==> src/rtl/pcm_pkg.sv <==
package pcm_pkg;

  // queue operation selected each cycle
  typedef enum logic [1:0] {
    Q_IDLE = 2'b00,
    Q_POP  = 2'b01,
    Q_PUSH = 2'b10,
    Q_SWAP = 2'b11
  } q_op_e;

endpackage

==> src/rtl/pcm_hist.sv <==
module pcm_hist #(
  parameter int AW  = 6,
  parameter int LAT = 12
) (
  input  logic          clk,
  input  logic          rst_n,
  input  logic          tick,
  input  logic [AW-1:0] wr_addr,
  output logic [AW-1:0] tgt_addr,
  output logic          tgt_valid
);

  localparam int FW = $clog2(LAT + 1);

  logic [AW-1:0] hist_q   [LAT];
  logic [AW-1:0] hist_d   [LAT];
  logic [AW-1:0] shift_in [LAT];
  logic [FW-1:0] fill_q, fill_d;

  for (genvar g = 0; g < LAT; g++) begin : g_stage
    if (g == 0) begin : g_head
      assign shift_in[g] = wr_addr;
    end else begin : g_tail
      assign shift_in[g] = hist_q[g-1];
    end
  end

  always_comb begin
    hist_d = tick ? shift_in : hist_q;
    fill_d = fill_q;
    if (tick && (fill_q != FW'(LAT))) begin
      fill_d = fill_q + FW'(1);
    end
  end

  always_ff @(posedge clk or negedge rst_n) begin
    if (!rst_n) begin
      for (int i = 0; i < LAT; i++) hist_q[i] <= '0;
      fill_q <= '0;
    end else begin
      hist_q <= hist_d;
      fill_q <= fill_d;
    end
  end

  assign tgt_addr  = hist_q[LAT-1];
  assign tgt_valid = (fill_q == FW'(LAT));

  AST_FILL_HOLD: assert property (@(posedge clk) disable iff (!rst_n)
    !tick |=> $stable(fill_q));

  AST_VALID_NEEDS_TICK: assert property (@(posedge clk) disable iff (!rst_n)
    $rose(tgt_valid) |-> $past(tick));

endmodule

==> src/rtl/pcm_lock_fifo.sv <==
module pcm_lock_fifo
  import pcm_pkg::*;
#(
  parameter int NCELL = 46,
  parameter int AW    = 6,
  parameter int DEPTH = 4,
  parameter int CW    = 3
) (
  input  logic             clk,
  input  logic             rst_n,
  input  logic             l1a,
  input  logic             done,
  input  logic [AW-1:0]    tgt_addr,
  input  logic             tgt_valid,
  output logic [NCELL-1:0] mask_q,
  output logic [NCELL-1:0] mask_d,
  output logic [AW-1:0]    head,
  output logic [CW-1:0]    count,
  output logic             ovf
);

  localparam int QW = (DEPTH > 1) ? $clog2(DEPTH) : 1;

  logic [AW-1:0] slot_q [DEPTH];
  logic [AW-1:0] slot_d [DEPTH];
  logic [QW-1:0] rptr_q, rptr_d, wptr_q, wptr_d;
  logic [CW-1:0] count_q, count_d;
  logic          ovf_q, ovf_d;
  logic          pop, cand, push, full;
  q_op_e         op;

  function automatic logic [QW-1:0] qinc(input logic [QW-1:0] p);
    return (p == QW'(DEPTH - 1)) ? '0 : p + QW'(1);
  endfunction

  always_comb begin
    full = (count_q == CW'(DEPTH));
    pop  = done && (count_q != '0);
    cand = l1a && tgt_valid && !mask_q[tgt_addr];
    push = cand && (!full || pop);
    op   = q_op_e'({push, pop});
  end

  always_comb begin
    slot_d  = slot_q;
    rptr_d  = rptr_q;
    wptr_d  = wptr_q;
    count_d = count_q;
    mask_d  = mask_q;
    ovf_d   = ovf_q | (cand && full && !pop);
    if (op == Q_POP || op == Q_SWAP) begin
      mask_d[slot_q[rptr_q]] = 1'b0;
      rptr_d = qinc(rptr_q);
    end
    if (op == Q_PUSH || op == Q_SWAP) begin
      mask_d[tgt_addr] = 1'b1;
      slot_d[wptr_q]   = tgt_addr;
      wptr_d = qinc(wptr_q);
    end
    case (op)
      Q_PUSH:  count_d = count_q + CW'(1);
      Q_POP:   count_d = count_q - CW'(1);
      default: count_d = count_q;
    endcase
  end

  always_ff @(posedge clk or negedge rst_n) begin
    if (!rst_n) begin
      for (int i = 0; i < DEPTH; i++) slot_q[i] <= '0;
      rptr_q  <= '0;
      wptr_q  <= '0;
      count_q <= '0;
      mask_q  <= '0;
      ovf_q   <= 1'b0;
    end else begin
      slot_q  <= slot_d;
      rptr_q  <= rptr_d;
      wptr_q  <= wptr_d;
      count_q <= count_d;
      mask_q  <= mask_d;
      ovf_q   <= ovf_d;
    end
  end

  assign head  = slot_q[rptr_q];
  assign count = count_q;
  assign ovf   = ovf_q;

  AST_OVF_STICKY: assert property (@(posedge clk) disable iff (!rst_n)
    ovf_q |=> ovf_q);

  AST_COUNT_BOUND: assert property (@(posedge clk) disable iff (!rst_n)
    count_q <= CW'(DEPTH));

  AST_MASK_MATCHES_QUEUE: assert property (@(posedge clk) disable iff (!rst_n)
    $countones(mask_q) == int'(count_q));

  AST_DONE_EMPTY: assert property (@(posedge clk) disable iff (!rst_n)
    (done && !l1a && count_q == '0) |=> (count_q == '0));

  AST_FULL_DROP: assert property (@(posedge clk) disable iff (!rst_n)
    (count_q == CW'(DEPTH) && !done) |=> (count_q == CW'(DEPTH)));

endmodule

==> src/rtl/pcm_wr_ptr.sv <==
module pcm_wr_ptr #(
  parameter int NCELL = 46,
  parameter int AW    = 6,
  parameter int DEPTH = 4
) (
  input  logic             clk,
  input  logic             rst_n,
  input  logic             tick,
  input  logic [NCELL-1:0] mask_d,
  output logic [AW-1:0]    wr_addr
);

  logic [AW-1:0] wr_q, wr_d, skip_to;
  logic          found;

  // at most DEPTH cells are locked, so DEPTH+1 candidates always hold a free one
  always_comb begin
    int c;
    found   = 1'b0;
    skip_to = wr_q;
    for (int k = 1; k <= DEPTH + 1; k++) begin
      c = int'(wr_q) + k;
      if (c >= NCELL) c = c - NCELL;
      if (!found && !mask_d[c]) begin
        skip_to = AW'(c);
        found   = 1'b1;
      end
    end
    wr_d = tick ? skip_to : wr_q;
  end

  always_ff @(posedge clk or negedge rst_n) begin
    if (!rst_n) begin
      wr_q <= '0;
    end else begin
      wr_q <= wr_d;
    end
  end

  assign wr_addr = wr_q;

  AST_PTR_HOLD: assert property (@(posedge clk) disable iff (!rst_n)
    !tick |=> $stable(wr_q));

  AST_PTR_MOVES: assert property (@(posedge clk) disable iff (!rst_n)
    tick |=> (wr_q != $past(wr_q)));

  AST_PTR_RANGE: assert property (@(posedge clk) disable iff (!rst_n)
    int'(wr_q) < NCELL);

endmodule

==> src/rtl/pcm_cell_mgr.sv <==
module pcm_cell_mgr #(
  parameter int NUM_CELLS = 46,
  parameter int LATENCY   = 12,
  parameter int MAX_LOCKS = 4,
  localparam int AW = $clog2(NUM_CELLS),
  localparam int CW = $clog2(MAX_LOCKS + 1)
) (
  input  logic          clk,
  input  logic          rst_n,
  input  logic          sample_tick,
  input  logic          l1a,
  input  logic          dig_done,
  output logic [AW-1:0] wr_addr,
  output logic [AW-1:0] lock_head,
  output logic          lock_valid,
  output logic [CW-1:0] lock_count,
  output logic          ovf_err
);

  logic                 rst_meta, rst_sync_n;
  logic [NUM_CELLS-1:0] mask_q, mask_d;
  logic [AW-1:0]        tgt_addr;
  logic                 tgt_valid;

  always_ff @(posedge clk or negedge rst_n) begin
    if (!rst_n) begin
      rst_meta   <= 1'b0;
      rst_sync_n <= 1'b0;
    end else begin
      rst_meta   <= 1'b1;
      rst_sync_n <= rst_meta;
    end
  end

  pcm_hist #(.AW(AW), .LAT(LATENCY)) u_hist (
    .clk       (clk),
    .rst_n     (rst_sync_n),
    .tick      (sample_tick),
    .wr_addr   (wr_addr),
    .tgt_addr  (tgt_addr),
    .tgt_valid (tgt_valid)
  );

  pcm_lock_fifo #(.NCELL(NUM_CELLS), .AW(AW), .DEPTH(MAX_LOCKS), .CW(CW)) u_fifo (
    .clk       (clk),
    .rst_n     (rst_sync_n),
    .l1a       (l1a),
    .done      (dig_done),
    .tgt_addr  (tgt_addr),
    .tgt_valid (tgt_valid),
    .mask_q    (mask_q),
    .mask_d    (mask_d),
    .head      (lock_head),
    .count     (lock_count),
    .ovf       (ovf_err)
  );

  pcm_wr_ptr #(.NCELL(NUM_CELLS), .AW(AW), .DEPTH(MAX_LOCKS)) u_ptr (
    .clk     (clk),
    .rst_n   (rst_sync_n),
    .tick    (sample_tick),
    .mask_d  (mask_d),
    .wr_addr (wr_addr)
  );

  assign lock_valid = (lock_count != '0);

  AST_WR_UNLOCKED: assert property (@(posedge clk) disable iff (!rst_sync_n)
    !mask_q[wr_addr]);

  AST_HEAD_LOCKED: assert property (@(posedge clk) disable iff (!rst_sync_n)
    lock_valid |-> mask_q[lock_head]);

endmodule

==> config.mk <==
export PLATFORM = sky130hd
export DESIGN_NAME = pcm_cell_mgr
export DESIGN_NICKNAME = d
export VERILOG_FILES = /design/src/rtl/pcm_pkg.sv /design/src/rtl/pcm_hist.sv /design/src/rtl/pcm_lock_fifo.sv /design/src/rtl/pcm_wr_ptr.sv /design/src/rtl/pcm_cell_mgr.sv
export SDC_FILE = /design/constraint.sdc
export NUM_CORES = 1
export LEC_CHECK = 0
export ABC_AREA = 1
export BUFFER_PORTS_ARGS = -buffer_cell sky130_fd_sc_hd__buf_2
export CORE_MARGIN = 2
export CORE_UTILIZATION = 50
export CTS_BUF_LIST = sky130_fd_sc_hd__clkbuf_2
export CTS_CLUSTER_SIZE = 25
export DETAILED_ROUTE_END_ITERATION = 6
export GPL_ROUTABILITY_DRIVEN = 0
export PLACE_DENSITY = 0.71
export SLEW_MARGIN = 20
export SYNTH_ARGS = -nofsm -noshare
export SYNTH_HDL_FRONTEND = slang
export SYNTH_HIERARCHICAL = 1
export SYNTH_SLANG_ARGS = --single-unit
==> constraint.sdc <==
create_clock -name clk -period 9.58 [get_ports clk]
set_input_delay 0.479 -clock clk [delete_from_list [all_inputs] [get_ports clk]]
set_output_delay 0.479 -clock clk [all_outputs]
set_load 0.01 [all_outputs]
### Yosys cells after proc, flatten, opt, wreduce, memory -nomap -nowiden

Index checks and enable logic that the tools add are counted.

* add/subtract/negate cells: 15
* $mul: 0
* div/mod/pow operators: 0
* magnitude comparators: 17
* equality and inequality tests: 9
* shift-type cells: 0
* mux-type cells: 46
* bitwise gates (word level): 6
* reductions and logical operators: 30

Operators by type and width (number)
* 32-bit by 7-bit >= comparator with 1-bit output (second input constant): 5
* 32-bit by 8-bit less-than comparator with 1-bit output (second input constant): 5
* 32-bit two-way mux: 5
* 32-bit by 7-bit subtractor with 32-bit output (second input constant): 5
* 46-bit two-way mux: 2
* 6-bit two-way mux: 8
* 46-bit AND: 1
* 46-bit inverter: 1
* 46-bit bitwise OR: 1
* 1-bit binary-select mux with 6-bit select: 6
* 24-bit bitwise mux: 1
* 1-bit two-way mux: 17
* 6-bit by 2-bit adder with 7-bit output (second input constant): 2
* 6-bit by 3-bit adder with 7-bit output (second input constant): 2
* 1-bit logical AND: 14
* 6-bit by 7-bit less-than comparator with 1-bit output (second input constant): 2
* 6-bit binary-select mux with 2-bit select: 1
* 1-bit demux with 6-bit select: 2
* 6-bit demux with 2-bit select: 1
* 6-bit by 1-bit >= comparator with 1-bit output (second input constant): 2
* 1-bit zero test: 10
* 2-bit equality test (second input constant): 4
* 6-bit by 1-bit adder with 7-bit output (second input constant): 1
* 3-bit >= comparator (second input constant): 2
* other kinds (18): 23

* flip-flop bits (word level): 162
* bits in latches: 0
* memory bits (writable): 0
* ROM bits: 0
* input port bits: 5
* memories: 0

### Longest topological paths before layout

Gate-level depths: netlist (run 1).

* depth in word-level cells: 29
* depth in mapped cells: 33
* mapped depth without buffers: 29

### By module

The synthesis (run 1) kept the hierarchy.

Modules (own cells, without submodules)
* pcm_lock_fifo: times used 1, cells an instance 566, area each 4352.9 µm², seq. area each 1951.9 µm²
* pcm_wr_ptr: times used 1, cells an instance 702, area each 3814.9 µm², seq. area each 150.1 µm²
* pcm_hist: times used 1, cells an instance 301, area each 3154.3 µm², seq. area each 1901.8 µm²
* pcm_cell_mgr: times used 1, cells an instance 6, area each 65.1 µm², seq. area each 50.0 µm²

### Worst setup path before layout (run 1)

OpenSTA, ideal clock, no wires.

* path kind: reg-to-reg
* start: register u_ptr.wr_q[0] (netlist: u_ptr/wr_addr[0])
* end: register u_ptr.wr_q[5] (netlist: u_ptr/wr_addr[5])
* setup time: 0.117 ns
* data arrival time: 3.421 ns
* path slack: 6.042 ns
* cell stages (with the launch flop): 25
* buffers on the path: 5
* path through: dfrtp_1 > buf_2 > inv_1 > clkbuf_1 > buf_2 > ha_1 > buf_2 > clkinv_1 > ha_1 > xnor2_1 > nand2_1 > nand2_1 > inv_1 > nand3_1 > nand3_1 > nand3_1 > nand2_1 > nand3_2 > inv_2 > nand4_2 > nand2_2 > buf_6 > nor2_1 > nand2_1 > nand2_1

* longest elaborated chain between the ends: 19
* elaborated cells on any way between the ends: 57
* those cells by class: add/sub: 10; order compare: 5; eq/ne: 1; mux: 29; reduce/logical: 12

RTL lines
* start, declared: RTL line pcm_wr_ptr.sv:13 `logic [AW-1:0] wr_q, wr_d, skip_to;`
* start signal, assigned: RTL line pcm_wr_ptr.sv:36 `wr_q <= wr_d;`
* 6-bit by 2-bit adder with 7-bit output: RTL line pcm_wr_ptr.sv:22 `c = int'(wr_q) + k;`
* 32-bit by 7-bit subtractor with 32-bit output or 32-bit by 7-bit >= comparator with 1-bit output (tied branches): RTL line pcm_wr_ptr.sv:23 `if (c >= NCELL) c = c - NCELL;`
* 32-bit two-way mux: RTL line pcm_wr_ptr.sv:23
* 1-bit binary-select mux with 6-bit select: RTL line pcm_wr_ptr.sv:24 `if (!found && !mask_d[c]) begin`
* 1-bit two-way mux (not written as such) (2 in a row): RTL line pcm_wr_ptr.sv:24
* 1-bit zero test: RTL line pcm_wr_ptr.sv:24
* 1-bit logical AND: RTL line pcm_wr_ptr.sv:24
* 1-bit two-way mux: RTL line pcm_wr_ptr.sv:24
* (+2 left out)
* 1-bit two-way mux: RTL line pcm_wr_ptr.sv:24
* 1-bit zero test: RTL line pcm_wr_ptr.sv:24
* 1-bit logical AND: RTL line pcm_wr_ptr.sv:24
* 1-bit two-way mux: RTL line pcm_wr_ptr.sv:24
* 1-bit zero test: RTL line pcm_wr_ptr.sv:24
* 1-bit logical AND: RTL line pcm_wr_ptr.sv:24
* 5-bit inequality test (no source line)
* 2-bit AND reduction (no source line)

Parallel ways exist; a longest one is shown, timed or not. The select of a mux whose other input is x is not followed.
A chain may end at the register's enable or synchronous reset.

### Final worst setup path (run 1)

* start: register u_hist.hist_q, in the netlist u_hist/tgt_addr[0]
* end: register u_ptr.wr_q[0] (netlist: u_ptr/wr_addr[0])

* longest elaborated chain between the ends: 26
* elaborated cells on any way between the ends: 54
* those cells by class: order compare: 2; eq/ne: 4; mux: 29; bitwise: 1; reduce/logical: 18

RTL lines
* start, declared: RTL line pcm_hist.sv:15 `logic [AW-1:0] hist_q [LAT];`
* start signal, assigned: RTL line pcm_hist.sv:41 `hist_q <= hist_d;`
* 1-bit binary-select mux with 6-bit select: RTL line pcm_lock_fifo.sv:39 `cand = l1a && tgt_valid && !mask_q[tgt_addr];`
* 1-bit two-way mux (not written as such): RTL line pcm_lock_fifo.sv:39
* 1-bit zero test: RTL line pcm_lock_fifo.sv:39
* 1-bit logical AND: RTL line pcm_lock_fifo.sv:39
* 1-bit logical AND: RTL line pcm_lock_fifo.sv:40 `push = cand && (!full || pop);`
* 2-bit by 1-bit equality test with 1-bit output or 2-bit equality test (tied branches): RTL line pcm_lock_fifo.sv:51, pcm_lock_fifo.sv:55
* 1-bit logical OR: RTL line pcm_lock_fifo.sv:51 `if (op == Q_POP || op == Q_SWAP) begin`
* 46-bit two-way mux: RTL line pcm_lock_fifo.sv:51
* (+2 left out)
* named net mask_d[45]: RTL line pcm_cell_mgr.sv:21 `logic [NUM_CELLS-1:0] mask_q, mask_d;`
* (+8 left out)
* 1-bit two-way mux: RTL line pcm_wr_ptr.sv:24
* 1-bit zero test: RTL line pcm_wr_ptr.sv:24
* 1-bit logical AND: RTL line pcm_wr_ptr.sv:24
* 1-bit two-way mux: RTL line pcm_wr_ptr.sv:24
* 1-bit zero test: RTL line pcm_wr_ptr.sv:24
* 1-bit logical AND: RTL line pcm_wr_ptr.sv:24
* 5-bit inequality test (no source line)
* 2-bit AND reduction (no source line)

The timed path passes the listed nets; every way through them passes the cells marked *. The select of a mux whose other input is x is not followed.

==> results of run 1 <==
-- what timing repair did --
action	CTS	global route
endpoints found under the setup margin	0	0
endpoints found under the hold margin	2	0
hold buffers	2	0
resized for setup	0	0
-- cell usage after synthesis (13+ instances only) --
cell type	instances	share of area
a21oi_1	13	0.0057
a21oi_2	30	0.023
buf_2	21	0.0092
buf_4	13	0.0086
buf_6	18	0.018
dfrtp_1	162	0.36
ha_1	22	0.024
inv_1	171	0.056
inv_2	16	0.0053
mux2i_1	21	0.018
nand2_1	454	0.15
nand2_2	35	0.019
nand3_1	197	0.087
nand4_1	16	0.0088
nor2_1	78	0.026
o21ai_0	93	0.041
o21ai_1	71	0.031
o21ai_2	40	0.031
xor2_1	16	0.012
-- kinds of logic (layout without fill, tap and decap cells) --
family	after synthesis	after routing	share of synthesized area
xor gates and xnor gates	23	23	0.01901
DFF	162	162	0.3560
and+or+nand+nor	835	835	0.3366
buffers and inverters	251	249	0.1028
other	1	2	0.0003293
AOI/OAI and AO/OA	259	259	0.1409
adders and majority gates	23	23	0.02593
muxes	21	21	0.01846
-- layout make-up --
class / count / area [sq um] / area share
clock buffers: 19 / 95.09 / 0.008117
flip-flops and latches: 162 / 4059 / 0.3465
multi-input cells: 1162 / 6162 / 0.5260
clock inverters: 12 / 155.1 / 0.01324
repair buffers: 27 / 165.2 / 0.01410
well taps: 285 / 356.6 / 0.03044
diodes: 1 / 2.502 / 0.0002136
inverters: 191 / 719.4 / 0.06141
-- power breakdown --
group          switching [mW]  internal, mW  total [mW]
combinational            2.26         0.997        3.25
clock                   0.245         0.148       0.393
sequential              0.130         0.806       0.936
-- state kept, by name, summed over array words and instances (netlist names), 3 cells and up --
name,cells
u_fifo/count,3
u_fifo/mask_q,46
u_fifo/slot_q,24
u_hist/hist_q,66
u_hist/tgt_addr,6
u_ptr/wr_addr,6
u_hist/fill_q,4
-- per-stage QoR --
stage	utilization	hold WS (ns)	power (mW)	std cells
after floorplan	-	0.1834	3.490	1575
after global placement	0.5083	0.1630	4.072	1825
after detailed placement	0.5083	0.1656	4.117	1825
after CTS	0.5203	0.08064	4.521	1858
after global routing	0.5206	0.05775	5.020	1859
final	0.5206	0.1621	4.583	1859
-- layout by cell type, fill, tap and decap left out, types with 3 or more instances in the layout --
cell       instances
o211ai_1           3
bufinv_16          3
nor2_2             5
clkinv_1           4
inv_1            171
nand3_1          197
a21oi_2           30
buf_2             20
nand3_2            9
nand3b_1           3
nand2_4           12
o21ai_2           40
xor2_1            16
a32oi_1            5
o21ai_0           93
dfrtp_1          160
nand4_1           16
nor3_2             6
nand2_1          454
nand2_2           35
inv_2             16
a21oi_1           13
o21ai_1           71
mux2i_1           21
buf_4              3
or2_2             11
ha_1              22
xnor2_1            5
inv_6              3
nor2_1            78
clkbuf_2          19
-- final timing paths --
kind                                    startpoint           endpoint  slack, ns  cells past startpoint
worst max register to register  u_hist/tgt_addr[0]   u_ptr/wr_addr[0]       4.11                     25
worst max-delay path            u_hist/tgt_addr[0]   u_ptr/wr_addr[0]       4.11                     25
min in group asynchronous               rst_sync_n  u_hist/hist_q[67]       0.17                      0
worst min-delay path                   sample_tick  u_hist/hist_q[30]       0.16                      3
worst min register to register          rst_sync_n  u_hist/hist_q[67]       0.17                      0
max in group asynchronous               rst_sync_n  u_fifo/slot_q[15]       7.55                      2
-- metal layers --
metal	routed length [um]	GRT usage	up-vias	share of wire
met5	0	0	-	0
met4	803	0.08686	0	0.027
met3	2601	0.05460	70	0.087
met2	13480	0.4011	465	0.45
met1	12960	0.3514	4716	0.43
li1	-	-	5057	-
-- worst min-delay path: stages --
cell,delay [ns]
buf_6,0.23
nand2_1,0.11
o21ai_1,0.05
==> results.txt, run 1 <==
The final setup skew is 0.03768 ns. The number of setup buffers added after CTS is 0. The number of buffers on the longest clock path is 2. The worst hold path belongs to the class in2reg. At the worst endpoint, the required time is 10.24 ns.

The number of enable flip-flop cells after synthesis came out at 0. The number of hold violations in the final report came out at 0. The fraction of final layout cells with drive strength greater than 1 came out at 0.1475. Broken down by cell family, the worst path's largest delay share belongs to simple AND/OR/NAND/NOR gates.

The chip height came out at 154.9 um. The number of DRC markers after the initial detailed-route iteration is 1,160. The leakage power of the design came out at 5.778 nW. STA classifies the critical path startpoint as a flip-flop. The remaining antenna violation count after routing came out at 0. For this design the ratio of total power to cell area is 391.2 nW/um^2.

For this run, the leading register cell type out of synthesis is dfrtp_1. Wires add up to 29,840 um. The number of remaining DRC errors is 0. The register bit count reported by yosys is 162. The maximum fanout along the worst path came out at 47. The first-pass GRT wire length came out at 49,260 um. The final clock period utilization by the worst path is 0.5714. The area enclosed by the die boundary is 24,000 sq um. In this run the clock root is driven by a clkbuf_2. The total placed instance area is 11,440 sq um. The flow ran to the end, and the final reports show no timing, DRC or antenna violations.

For the worst-skew pair, the clock arrives at the later sink with an insertion delay of between 0.7 and 0.8 ns. The classification of the worst setup path is reg2reg. The number of clock buffers added by TritonCTS is 17.

The number of global-route vias before repair is 9,661. The remaining global-route overflow came out at 0. 22 I/O pins were placed. The number of antenna violations at the first check in global routing was 1. The total global-route track usage is 0.2551. The fraction of registers with async set/reset is 1.000. The row count came out at 55. The shortest clock period the worst path allows after layout came out at 5.474 ns. The mapped netlist covers 11,390 sq um. The die span in x is between 150 and 200 um. The pin count of the biggest net entering global routing came out at 90.

STA classifies the critical path endpoint as a flip-flop. In the synthesized netlist, the number of instances is 1,575. The final number of max-transition violations is 0. The delay of the slowest cell on the worst path came out at between 1 and 1.5 ns. After synthesis, the netlist uses 47 different library cells. Headroom to the max-slew limit came out at 0.2667. The maximum VDD drop came out at 0.2184 mV. The detailed placer's ending HPWL came out at 21,880 um. Setup repair after global routing left no endpoint under its margin. The data arrival at the endpoint of the critical path is approximately 6 ns. The initial utilization of the core area, before any placement, comes to 0.5060.

The final cell area excluding filler cells is 11,720 sq um. The first-pass iteration count of the detailed router came out at 5. The clock sink count is 162. The number of nets in the final layout is 1,589. The setup slack at placement came out at about 4.2 ns.

The standard cell with the maximum stage delay on the critical path is dfrtp_1. The count of buffer and inverter cells on the critical path came out at 4. The synthesized area divided by synthesized cell count is 7.230 sq um.

The net count after synthesis is 1,603. The aggregate negative setup slack is 0 ns. The maximum level of the CTS H-tree is 4. Compared with the post-synthesis result, the final layout area differs by 2.879%. For this run, the register share of the synthesized area comes to 0.3560. TritonCTS built the clock tree. The clock slew seen by the registers of the worst setup and hold paths is approximately 0.24 ns.

The number of filler instances in the final layout is 2,264. At the pin with the least slew margin, the transition time is 1.096 ns. Counting stages on the worst path, the most repeated cell is nand2_1. The worst path meets setup with around 4 ns of slack. The number of violations of the max-capacitance limit came out at 0. In this run the tool buffered the top-level ports with 21 buffer cells. The achievable clock frequency is 182.7 MHz. The number of vias after detailed routing is 10,308. Setup violations remaining at the end of the flow were counted as 0.

For this run, the number of Yosys warnings is 6. In the final routed layout, each cell accounts on average for 16.05 um. The core footprint is 22,500 sq um. The routed via count divided by cell count is between 5 and 6.
Note: power is estimated with default switching activity, not from simulation.
==> run 2, diff against run 1 <==
==> constraint.sdc (replaced) <==
create_clock -name clk -period 5.1 [get_ports clk]
set_input_delay 0.255 -clock clk [delete_from_list [all_inputs] [get_ports clk]]
set_output_delay 0.255 -clock clk [all_outputs]
set_load 0.01 [all_outputs]
==> results.txt, run 2 (synthesized netlist as in run 1, its figures left out) <==
The chip height is 154.9 um (unchanged). The row count is 55 (unchanged). The final routed wirelength across all metal layers is 29,930 um (+0.28%). The remaining global-route overflow is 0 (unchanged). The clock sink count is 162 (unchanged). The classification of the worst setup path is reg2reg. In the final layout, the registers with the most flip-flops are u_hist/hist_q: 66 flops, u_fifo/mask_q: 46 flops, u_fifo/slot_q: 24 flops. The number of hold violations in the final report came out at 0 (unchanged). The pin count of the biggest net entering global routing is 81 (-10%).

The number of nets in the final layout is 1,602 (+0.82%). The worst setup path is launched from a flip-flop. The final setup skew is 0.03744 ns (-0.0002366 ns). The remaining antenna violation count after routing is 0 (unchanged). The achievable clock frequency is 220.5 MHz (+21%). The min-delay analysis places its worst path in the category in2reg. The utilization after layout came to 0.5242 (+0.003558). The data arrival at the endpoint of the critical path was 5.21 ns (-0.92 ns).

The initial standard-cell utilization of the core is 0.5060 (unchanged). The fraction of final layout cells with drive strength greater than 1 is 0.1531 (+0.005630). The final clock period utilization by the worst path is 0.8892 (+0.3178). The register with the most flip-flops in the final layout is u_hist/hist_q. Setup repair after global routing left no endpoint under its margin. The total global-route track usage was 0.2551 (about the same). The aggregate negative setup slack came out at 0 ns (unchanged). In the layout the commonest cells are 454 x nand2_1, 197 x nand3_1, 171 x inv_1, 160 x dfrtp_1, 93 x o21ai_0. The number of global-route vias before repair is 9,485 (-1.8%). The share of total power in sequential cells came out at 0.204 (about the same). The number of filler instances in the final layout was 2,210 (-2.4%). The library cell used most frequently in the layout, excluding fill and tap cells, is nand2_1.

The maximum fanout along the worst path is 15 (-68%). The maximum level of the CTS H-tree came out at 4 (unchanged). The share of power burned in the clock network came out at 0.082 (-0.004). The cell internal power dissipation was 3.642 mW (+87%). The final number of max-transition violations came out at 0 (unchanged). The first-pass GRT wire length came out at 48,950 um (-0.63%).

TritonCTS built the clock tree. The count of pins on the block boundary came to 22 (unchanged). The number of violations of the max-capacitance limit came out at 0 (unchanged). The switching fraction of total power is 0.5759 (+0.001581). The cell family contributing the most delay on the critical path is simple AND/OR/NAND/NOR gates. By instance count, the cell type seen most on the critical path is nand2_1. The normalized max-slew margin is 0.3752 (+0.1084). The detailed placer's ending HPWL came out at 21,570 um (-1.4%). The number of antenna violations at the first check in global routing came out at 1 (unchanged).

The leakage power of the design is 5.830 nW (+0.90%). The shortest clock period the worst path allows after layout was 4.535 ns (-0.9391 ns). The number of vias after detailed routing is 10,384 (+0.74%). The number of clock buffers inserted by TritonCTS came out at 17 (unchanged).

The overall power after layout is 8.588 mW (+87%). The post-detailed-route wirelength per cell came out at 15.97 um (-0.52%). The root buffer cell chosen for the clock tree is clkbuf_2. The combinational cell fraction of total power is 0.713 (+0.003). The delay of the slowest cell on the worst path came out at 0.64 ns (-0.38 ns). The number of cells in the finished layout apart from fillers is 1,874 (+0.81%). The number of DRC markers after the initial detailed-route iteration came out at 1,262 (+8.8%). The number of remaining DRC errors is 0 (unchanged). The transition time at the pin with the least slew margin came out at 0.9373 ns (-0.1587 ns). The area enclosed by the die boundary came out at 24,000 sq um (unchanged). The final hold slack is 0.03806 ns (-0.1240 ns). The data required time of the critical path is 5.78 ns (-4.46 ns).

The power per cell area came out at 728.1 nW/um^2 (+86%). The flow ran to the end, and the final reports show no timing, DRC or antenna violations. Traced cell by cell, the critical path runs through inv_1 > nand2_1 > a32oi_1 > nand3_1 > o21ai_0 > o21ai_2 > or2_2 > o21ai_0 > inv_1 > nand2_1 > nand3_1 > nand3_1 > nand3_1 > nand3_1 > nand2_2 > nand2_1 > nand2_1 > nand3_1 > nand2_1 > nand2_1 > nand2_1 > nand2_1 > nand2_1. The kind of capture point of the worst setup path is a flip-flop. The maximum VDD drop came out at 0.3735 mV (+71%). The area growth from synthesis to layout is 3.582%.

The number of setup buffers added after CTS came out at 0 (unchanged). The first-pass iteration count of the detailed router is 6 (+1). The routed via count divided by cell count is 5.541 (about the same).

The number of buffers on the longest clock path is 2 (unchanged). The clock latency reported for the late side of the worst-skew pair was 0.76 ns (+0.02 ns). The number of buffer cells added on primary ports is 21 (unchanged).

The flip-flop count of the largest register, all copies and words added is 66 (unchanged). The count of placed standard cells including taps is 1,837 (+0.66%). The die span in x is 154.9 um (unchanged). The slowest stage of the critical path is the a32oi_1 cell. The quantity of gates resized following cts was 0 (unchanged).

The core footprint is 22,500 sq um (unchanged). The net switching power of the design came out at 4.946 mW (+88%). The clock slew seen by the registers of the worst setup and hold paths came out at 0.24 ns (about the same). The count of buffer and inverter cells on the critical path came out at 2 (-2). The total setup violations reported at the end of the flow is 0 (unchanged).
## run 2: layout make-up
type	count	area (sq um)	area share
Timing Repair Buffer	40	261.5	0.02217
Sequential cell	162	4059	0.3441
Clock inverter	12	131.4	0.01114
Antenna cell	2	5.005	0.0004243
Multi-Input combinational cell	1162	6162	0.5224
Tap cell	285	356.6	0.03023
Clock buffer	20	100.1	0.008486
Inverter	191	719.4	0.06099
## run 2: power by group through the flow
stage                     clock network (mW)  registers, mW  logic, mW
final                                  0.707           1.75       6.13
after CTS                              0.723           1.76       5.99
after global placement                     0           1.78       5.90
after global routing                   0.772           1.80       6.83
after floorplan                            0           1.73       4.83
after detailed placement                   0           1.78       5.97
## run 2: per-stage QoR
step                      area [sq um]  setup WS, ns
final                            11800        0.5649
after global routing             11800        0.1305
after CTS                        11790        0.6735
after detailed placement         11530        0.7366
after global placement           11530        0.7769
after floorplan                  11390        0.2518
## run 2: final timing paths
| kind | start | to | slack, ns | depth (start not counted) |
|---|---|---|---|---|
| max in group asynchronous | rst_sync_n | u_fifo/mask_q[2] | 3.45 | 1 |
| min in group asynchronous | rst_n | rst_sync_n | 0.30 | 3 |
| worst max register to register | u_fifo/rptr_q[0] | u_ptr/wr_addr[3] | 0.56 | 23 |
| worst min-delay path | dig_done | u_fifo/ovf | 0.04 | 4 |
| worst max-delay path | u_fifo/rptr_q[0] | u_ptr/wr_addr[3] | 0.56 | 23 |
| worst min register to register | rst_meta | rst_sync_n | 0.39 | 0 |
## run 2: per-layer routing
layer,GRT usage,vias to the layer above,share of wire
li1,-,5092,-
met1,0.3581,4800,0.44
met2,0.3869,410,0.44
met3,0.05125,82,0.077
met4,0.1054,0,0.037
met5,0,-,0
## run 2: timing repair
item,in CTS,in global routing
hold buffers,3,0
hold endpoints to repair,34,0
endpoints found under the setup margin,0,0
## run 2: worst reg2reg max path, stage by stage (launching register included)
cell and delay, ns:
dfrtp_1 0.62, inv_1 0.40, nand2_1 0.10, a32oi_1 0.64, nand3_1 0.42, o21ai_0 0.31, o21ai_2 0.10, or2_2 0.29
o21ai_0 0.24, inv_1 0.12, nand2_1 0.10, nand3_1 0.08, nand3_1 0.11, nand3_1 0.08, nand3_1 0.12, nand2_2 0.12
nand2_1 0.19, nand2_1 0.08, nand3_1 0.07, nand2_1 0.06, nand2_1 0.05, nand2_1 0.07, nand2_1 0.06, nand2_1 0.04
